**src/rtl/adc_seq_pkg.sv**
```systemverilog
package adc_seq_pkg;

    typedef enum logic [3:0] {
        ST_IDLE,
        ST_PD_SET,
        ST_PD,
        ST_WAKE,
        ST_SETUP,
        ST_CONV,
        ST_WAIT,
        ST_READ,
        ST_GAP
    } seq_state_t;

    localparam logic [1:0] PWR_AWAKE = 2'b00;
    localparam logic [1:0] PWR_NAP   = 2'b01;

    function automatic int imax(input int a, input int b);
        return (a > b) ? a : b;
    endfunction

endpackage

```
**src/rtl/seq_timer.sv**
```systemverilog
module seq_timer #(
    parameter int W = 8
) (
    input  logic         clk,
    input  logic         rst,
    input  logic         load,
    input  logic [W-1:0] load_val,
    output logic         zero
);
    logic [W-1:0] cnt;

    always_ff @(posedge clk) begin
        if (rst)
            cnt <= '0;
        else if (load)
            cnt <= load_val;
        else if (cnt != '0)
            cnt <= cnt - 1'b1;
    end

    assign zero = (cnt == '0);

endmodule

```
**src/rtl/sample_hold.sv**
```systemverilog
module sample_hold #(
    parameter int DW = 14
) (
    input  logic          clk,
    input  logic          rst,
    input  logic          cap,
    input  logic [DW-1:0] d,
    output logic [DW-1:0] q,
    output logic          vld
);
    always_ff @(posedge clk) begin
        if (rst) begin
            q   <= '0;
            vld <= 1'b0;
        end else begin
            vld <= cap;
            if (cap)
                q <= d;
        end
    end

    AST_VLD_SINGLE: assert property (@(posedge clk) disable iff (rst)
        vld |=> !vld);

endmodule

```
**src/rtl/adc_conv_seq.sv**
```systemverilog
module adc_conv_seq
    import adc_seq_pkg::*;
#(
    parameter int DW        = 14,
    parameter int T_CS      = 4,
    parameter int T_CLO     = 4,
    parameter int EARLY_REL = 64,
    parameter int T_RD      = 4,
    parameter int T_GAP     = 4,
    parameter int T_WAKE    = 40,
    parameter int T_TMO     = 200
) (
    input  logic          clk,
    input  logic          rst,
    input  logic          start_i,
    input  logic          run_i,
    input  logic [1:0]    pwr_req_i,
    input  logic          adc_busy_n_i,
    input  logic [DW-1:0] adc_data_i,
    output logic          adc_cs_n_o,
    output logic          adc_convst_n_o,
    output logic          adc_rd_n_o,
    output logic          adc_shdn_n_o,
    output logic [DW-1:0] sample_o,
    output logic          sample_vld_o,
    output logic          busy_tmo_o
);
    localparam int MAXC = imax(imax(imax(T_TMO, T_WAKE), imax(EARLY_REL, T_CS)),
                               imax(imax(T_CLO, T_RD), T_GAP));
    localparam int CW = $clog2(MAXC + 1);

    seq_state_t state, state_n;
    logic       ph_zero, tmo_zero, ph_load, tmo_load;
    logic [CW-1:0] ph_val;
    logic       seen_low, sleep_r, conv_done, capture;

    assign conv_done = seen_low && adc_busy_n_i;
    assign ph_load   = (state_n != state);
    assign tmo_load  = ph_load && (state_n == ST_CONV);
    assign capture   = (state == ST_READ) && ph_zero;

    // next state
    always_comb begin
        state_n = state;
        unique case (state)
            ST_IDLE:   if (pwr_req_i != PWR_AWAKE)  state_n = ST_PD_SET;
                       else if (start_i || run_i)   state_n = ST_SETUP;
            ST_PD_SET: if (ph_zero)                 state_n = ST_PD;
            ST_PD:     if (pwr_req_i == PWR_AWAKE)  state_n = ST_WAKE;
            ST_WAKE:   if (ph_zero)                 state_n = ST_IDLE;
            ST_SETUP:  if (ph_zero)                 state_n = ST_CONV;
            ST_CONV:   if (ph_zero)                 state_n = ST_WAIT;
            ST_WAIT:   if (conv_done)               state_n = ST_READ;
                       else if (tmo_zero)           state_n = ST_IDLE;
            ST_READ:   if (ph_zero)                 state_n = ST_GAP;
            ST_GAP:    if (ph_zero)                 state_n = ST_IDLE;
            default:                                state_n = ST_IDLE;
        endcase
    end

    // phase length for the state being entered
    always_comb begin
        unique case (state_n)
            ST_PD_SET, ST_SETUP: ph_val = CW'(T_CS - 1);
            ST_WAKE:             ph_val = CW'(T_WAKE - 1);
            ST_CONV:             ph_val = CW'(T_CLO - 1);
            ST_READ:             ph_val = CW'(T_RD - 1);
            ST_GAP:              ph_val = CW'(T_GAP - 1);
            default:             ph_val = '0;
        endcase
    end

    // state register
    always_ff @(posedge clk) begin
        if (rst) state <= ST_IDLE;
        else     state <= state_n;
    end

    always_ff @(posedge clk) begin
        if (rst) begin
            seen_low <= 1'b0;
            sleep_r  <= 1'b0;
        end else begin
            if (tmo_load)
                seen_low <= 1'b0;
            else if (state == ST_CONV || state == ST_WAIT)
                seen_low <= seen_low || !adc_busy_n_i;
            if (state == ST_IDLE && state_n == ST_PD_SET)
                sleep_r <= pwr_req_i[1];
        end
    end

    // outputs
    always_comb begin
        adc_cs_n_o     = 1'b1;
        adc_convst_n_o = 1'b1;
        adc_rd_n_o     = 1'b1;
        adc_shdn_n_o   = 1'b1;
        busy_tmo_o     = 1'b0;
        unique case (state)
            ST_PD_SET:                 adc_cs_n_o = sleep_r;
            ST_PD: begin               adc_cs_n_o = sleep_r; adc_shdn_n_o = 1'b0; end
            ST_SETUP, ST_GAP:          adc_cs_n_o = 1'b0;
            ST_CONV: begin             adc_cs_n_o = 1'b0; adc_convst_n_o = 1'b0; end
            ST_WAIT: begin             adc_cs_n_o = 1'b0; busy_tmo_o = !conv_done && tmo_zero; end
            ST_READ: begin             adc_cs_n_o = 1'b0; adc_rd_n_o = 1'b0; end
            default: ;
        endcase
    end

    seq_timer #(.W(CW)) u_phase (
        .clk(clk), .rst(rst), .load(ph_load), .load_val(ph_val), .zero(ph_zero)
    );

    seq_timer #(.W(CW)) u_tmo (
        .clk(clk), .rst(rst), .load(tmo_load), .load_val(CW'(T_TMO - 1)), .zero(tmo_zero)
    );

    sample_hold #(.DW(DW)) u_hold (
        .clk(clk), .rst(rst), .cap(capture), .d(adc_data_i),
        .q(sample_o), .vld(sample_vld_o)
    );

    // pin-timing observers for the assertions
    logic [CW-1:0] cs_lo_cnt, cv_lo_cnt, awake_cnt;
    always_ff @(posedge clk) begin
        if (rst) begin
            cs_lo_cnt <= '0;
            cv_lo_cnt <= '0;
            awake_cnt <= '1;
        end else begin
            cs_lo_cnt <= adc_cs_n_o     ? '0 : ((cs_lo_cnt == '1) ? cs_lo_cnt : cs_lo_cnt + 1'b1);
            cv_lo_cnt <= adc_convst_n_o ? '0 : ((cv_lo_cnt == '1) ? cv_lo_cnt : cv_lo_cnt + 1'b1);
            awake_cnt <= !adc_shdn_n_o  ? '0 : ((awake_cnt == '1) ? awake_cnt : awake_cnt + 1'b1);
        end
    end

    AST_CS_SETUP: assert property (@(posedge clk) disable iff (rst)
        $fell(adc_convst_n_o) |-> (!adc_cs_n_o && cs_lo_cnt >= CW'(T_CS)));
    AST_CONVST_RELEASE: assert property (@(posedge clk) disable iff (rst)
        $rose(adc_convst_n_o) |-> (cv_lo_cnt >= CW'(T_CLO)) &&
                                  (cv_lo_cnt <= CW'(EARLY_REL) || adc_busy_n_i));
    AST_READ_AFTER_BUSY: assert property (@(posedge clk) disable iff (rst)
        $fell(adc_rd_n_o) |-> (adc_busy_n_i && !adc_cs_n_o));
    AST_SAMPLE_HELD: assert property (@(posedge clk) disable iff (rst)
        !sample_vld_o |-> $stable(sample_o));
    AST_TMO_IDLE: assert property (@(posedge clk) disable iff (rst)
        busy_tmo_o |=> (adc_cs_n_o && !sample_vld_o));
    AST_SHDN_QUIET: assert property (@(posedge clk) disable iff (rst)
        !adc_shdn_n_o |-> (adc_convst_n_o && adc_rd_n_o));
    AST_WAKE_TIME: assert property (@(posedge clk) disable iff (rst)
        $fell(adc_convst_n_o) |-> (awake_cnt >= CW'(T_WAKE)));

endmodule

```
**config.mk**
```make
export PLATFORM = sky130hd
export DESIGN_NAME = adc_conv_seq
export DESIGN_NICKNAME = d
export VERILOG_FILES = /design/src/rtl/adc_seq_pkg.sv /design/src/rtl/seq_timer.sv /design/src/rtl/sample_hold.sv /design/src/rtl/adc_conv_seq.sv
export SDC_FILE = /design/constraint.sdc
export NUM_CORES = 1
export LEC_CHECK = 0
export CORE_ASPECT_RATIO = 0.6
export CORE_MARGIN = 1.5
export CORE_UTILIZATION = 31
export DETAILED_ROUTE_END_ITERATION = 8
export PLACE_DENSITY = 0.51
export SETUP_SLACK_MARGIN = 0.05
export SLEW_MARGIN = 20
export SYNTH_ARGS = -nofsm -noshare
export SYNTH_HDL_FRONTEND = slang
export SYNTH_SLANG_ARGS = --single-unit
```
**constraint.sdc**
```tcl
create_clock -name clk -period 3.45 [get_ports clk]
set_clock_uncertainty 0.1 [all_clocks]
set_input_delay 0.69 -clock clk [delete_from_list [all_inputs] [get_ports clk]]
set_output_delay 0.69 -clock clk [all_outputs]
set_load 0.01 [all_outputs]
```
Word-level counts from Yosys, hierarchy flattened. Cells that the tools add are included.

Equal/unequal tests: 15. Multiplexer cells: 21. Add/subtract/negate cells: 2. Reductions and logical operators: 24.

Operators with widths (number): 4-bit 2-to-1 mux (10); 8-bit 2-to-1 mux (4); 4-bit one-hot mux with 8 select lines (1); 4-bit by 3-bit == test with 1-bit output (second input constant) (7); 8-bit logical NOT (2); 8-bit nonzero test (2); 8-bit by 1-bit subtractor with 8-bit output (second input constant) (2); 4-bit by 2-bit == test with 1-bit output (second input constant) (3); 6-bit one-hot mux with 2 select lines (1); 5-bit OR reduction (2); 4-bit by 1-bit == test with 1-bit output (second input constant) (2); 4-bit == test (second input constant) (2); 2-bit nonzero test (3); 2-bit OR reduction (3); 1-bit logical AND (5); 4-bit logical NOT (1); 1-bit 2-to-1 mux (4); 4-bit inequality test (1); 1-bit logical OR (3); 1-bit logical NOT (2); 2-bit logical NOT (1); 1-bit one-hot mux with 2 select lines (1).

Register bits: 37. Word-level logic and storage cells: 70. Output and inout bits: 20. Bits of input ports: 21.

Depth between registers and ports, before layout.
Word-level depth: 8. Depth in mapped cells: 9. Gate-level depth less buffers: 8.

By module. Synthesis repeated with hierarchy kept, for this count alone.

Cells, all modules: 223. Area, all modules: 2059.5 sq um.

By module, submodules not included: seq_timer (times used 2, seq. area each 160.2 sq um, area each 475.5 sq um, cells each 53); adc_conv_seq (times used 1, seq. area each 120.1 sq um, area each 573.0 sq um, cells each 70); sample_hold (times used 1, seq. area each 300.3 sq um, area each 535.5 sq um, cells each 47).

Worst setup path before layout. Ideal clock, no wire load.

Kind: flip-flop to flip-flop. Start point: reg u_phase.cnt[0]. End point: reg u_phase.cnt[0]. Data required time: 3.233 ns. Setup time: 0.117 ns. Clock period less this slack: 2.514 ns. Setup slack: 0.936 ns. Stages on the path, launching flop included: 9. Buffers on the path: 0. Arrival time: 2.297 ns. Path through: dfxtp_1 inv_1 ha_1 or4b_1 o211a_1 or3_4 o211a_1 or3_1 a32o_1.

Longest elaborated chain between the ends: 7. Elaborated cells between the ends (all ways): 21. Those cells by class: 1 x add/sub; 7 x eq/ne; 9 x mux; 4 x reduce/logical.

RTL lines: from (decl) (RTL line seq_timer.sv:10) `logic [W-1:0] cnt;`; from (signal assigned) (RTL line seq_timer.sv:16) `cnt <= load_val;`; from (signal assigned) (RTL line seq_timer.sv:18) `cnt <= cnt - 1'b1;`; 8-bit logical NOT (RTL line seq_timer.sv:21) `assign zero = (cnt == '0);`; 4-bit 2-to-1 mux, on equally long branches; 4-bit one-hot mux with 8 select lines (RTL line adc_conv_seq.sv:45) `unique case (state)`; 4-bit by 3-bit == test with 1-bit output (tied with other cells) (RTL line adc_conv_seq.sv:63) `unique case (state_n)`; 5-bit OR reduction (no source line); 6-bit one-hot mux with 2 select lines (RTL line adc_conv_seq.sv:63); 8-bit 2-to-1 mux (RTL line seq_timer.sv:15) `else if (load)`.

Several ways; a longest one is shown, not always the timed one. The select of a mux whose other input is x is not followed. A chain may end at the register's enable or synchronous reset.

Final worst setup path.
Start point: reg u_tmo.cnt[0]. End point: out busy_tmo_o.

Longest elaborated chain between the ends: 3.

RTL lines: from (decl) (RTL line seq_timer.sv:10); from (signal assigned) (RTL line seq_timer.sv:16); from (signal assigned) (RTL line seq_timer.sv:18); 8-bit logical NOT (RTL line seq_timer.sv:21); 1-bit logical AND (RTL line adc_conv_seq.sv:105) `ST_WAIT: begin adc_cs_n_o = 1'b0; busy_tmo_o = !conv_done && tmo_zero; end`; 1-bit 2-to-1 mux (RTL line adc_conv_seq.sv:100) `unique case (state)`; to (decl) (RTL line adc_conv_seq.sv:26) `output logic busy_tmo_o`.

No other way between the ends.

==> qor.txt <==
status: complete, no violations
minimum clock period after layout: 2.889 ns
number of enable flip-flop cells after synthesis: 0
first-pass iteration count of the detailed router: 4
Ant. Diodes: 0
top post-synthesis cells by area: dfxtp_1 (42%), nand2_1 (8.8%), a21oi_1 (6.9%)
CTS clk-pin slew, worst paths: 0.08 ns
crit-path cells: inv_1 -> ha_1 -> nor3b_1 -> buf_4 -> nand2_1 -> nor2_1 -> clkdlybuf4s50_1
cells on worst reg2reg path: 8
Crit. End Element: primary output
CTS tree: built
detailed-route DRC error count: 0
Global Route Usage Sum: 0.1615
Slew Viols, Final: 0
Post-Synth Adder-Cell Area: 0.01429
top-count cell post-synth: nand2_1
main combinational cell family by area after synthesis: simple AND/OR/NAND/NOR gates
clk sink count: 37
fin util: 0.4498
pin count of the biggest net entering global routing: 20
Avg WL per Cell: 13.60 um
power per standard cell area: 826.3 nW/um2
hpwl dp: 3277 um
FILL cells: 516
yosys warns: 0
sequential element share of the synthesized area: 0.4229
CP arrival: 2.10 ns
biggest area consumer among synthesized cells: dfxtp_1
Buffers on Ports: 40
synthesized net count: 242
area grow syn2layout: 34.93%
Simple-Gate Fraction of Synth Area: 0.2986
DRT Wirelength: 4489 um
final setup fails: 0
share of cells above drive strength 1: 0.06818
Worst VDD drop: 0.2175 mV
Post-synth top cells: nand2_1 (41), dfxtp_1 (37), nor2_1 (28), a21oi_1 (24), xnor2_1 (10)
core area: 5255 um2
Antenna Violating Nets Remaining: 0
synth unique cells: 42
RSZ-0062 raised after global routing: no
GP Congestion: 0.7381
I/O pins: 41
top cell type's share of synthesized area: 0.4229
Setup CP Type: flop to primary output
Avg Vias per Cell: 4.930
Layout Nets: 286
Hold Crit Depth: 2
CTS Buf Count: 5
antenna violations before repair: 0
number of global-route vias before repair: 1489
CP Launch Type: flop
slowest CP cell: clkdlybuf4s50_1
XOR/XNOR Fraction of Synth Area: 0.05000
fraction of registers with async set or reset after synthesis: 0
Slew headroom: 0.5978
worst-skew pair later-pin latency: 0.29 ns
Synth Instances: 219
first-pass GRT wire length: 7493 um
Die H: 61.23 um
Mapped Area: 1752 um2
multiplexer share of the synthesized area: 0.005714
die area: 6125 um2
Final Hold Vio Count: 0
fin worst setup slack: 0.5612 ns
Crit Path Max Fanout: 7
compound-cell area share of the yosys netlist: 0.1750
critical path's largest stage delay: 0.54 ns
Leak Pwr: 0.8363 nW
clk root buf: clkbuf_8
Die W: 100.0 um
Critical Path RT: 2.66 ns
clk buf depth: 2
row cnt: 20
Mean Syn Cell Area: 7.999 um2
number of DRC markers in iteration 0: 92
worst hold path type: flop to flop
hold_buf cts: 0
post-CTS setup buffer count: 0
max_cap viols: 0
final period utilization: 0.8373
Post-CTS Resized: 0
Worst Tran Pin Value: 0.5950 ns
top_reg_cell synth: dfxtp_1
total grt overflow: 0
H-tree depth: 2
dpl ws: 0.6887 ns
Yosys reg bits: 37
via count: 1627
initial cell density of the core: 0.3333
total negative slack: 0 ns
fmax: 346.2 MHz
==> worst max-delay path: cells and delay by family (launching register included) <==
family | cells | cell delay, ns
adders and majority gates | 1 | 0.17
buffers and inverters | 3 | 0.79
DFF | 1 | 0.34
and+or+nand+nor | 3 | 0.51
==> layout by cell type, fill, tap and decap left out, drive strengths merged, types with 4 or more instances in the layout <==
cell type / synthesis / routed
nor4: 4 / 4
a21oi: 24 / 24
buf: 3 / 7
nor2: 28 / 28
o31ai: 4 / 4
xnor2: 10 / 10
nand2b: 5 / 5
clkdlybuf4s50: 0 / 40
nand2: 41 / 41
nand3b: 4 / 4
clkbuf: 7 / 7
nor3: 4 / 4
inv: 5 / 5
dfxtp: 37 / 37
==> area by class of cell <==
cell class	instances	area (um2)	area share
tap	66	82.58	0.03494
timing repair buffer	47	452.9	0.1916
clock inverter	1	30.03	0.01271
clock buffer	7	86.33	0.03653
inverter	5	18.77	0.007941
multi-input combinational	167	952.2	0.4029
sequential	37	740.7	0.3134
==> power by group <==
| group | switching, W | internal, W | leakage (nW) |
|---|---|---|---|
| Combinational | 0.000506 | 0.000429 | 0.476 |
| Sequential | 0.000105 | 0.000521 | 0.301 |
| Clock | 0.000155 | 0.000236 | 0.0585 |
==> through the flow <==
stage          area, um2  cells  hold WS [ns]  power, W
2_1_floorplan       1752    219        0.3518  0.001329
3_3_place_gp        2247    322        0.3435  0.001579
3_5_place_dp        2247    322        0.3468  0.001571
4_1_cts             2364    330        0.3578  0.001968
5_1_grt             2364    330        0.3796  0.002126
6_report            2364    330        0.3554  0.001953
==> worst paths after layout <==
path                  start              to  slack, ns
max            u_tmo.cnt[0]      busy_tmo_o       0.56
min reg2reg     u_hold.q[1]     u_hold.q[1]       0.36
max reg2reg  u_phase.cnt[0]  u_phase.cnt[1]       0.74
min             u_hold.q[1]     u_hold.q[1]       0.36
==> registers in the layout, indices dropped and copies added, names as in the netlist <==
signal       count
u_tmo.cnt        8
u_hold.vld       1
seen_low         1
u_hold.q        14
sleep_r          1
u_phase.cnt      8
state            4
==> per-layer routing <==
layer / vias to the layer above / track usage / share of wire
met3: 5 / 0.06016 / 0.094
met1: 708 / 0.2497 / 0.56
met2: 55 / 0.1963 / 0.33
met4: 0 / 0.05433 / 0.0094
met5: - / 0 / 0
li1: 859 / - / -
==> cell families after synthesis <==
family | Yosys count
xor gates and xnor gates | 10
DFF | 37
AOI/OAI and AO/OA | 48
adders and majority gates | 2
buffers and inverters | 15
and+or+nand+nor | 106
muxes | 1
Note: power is estimated with default switching activity, not from simulation.
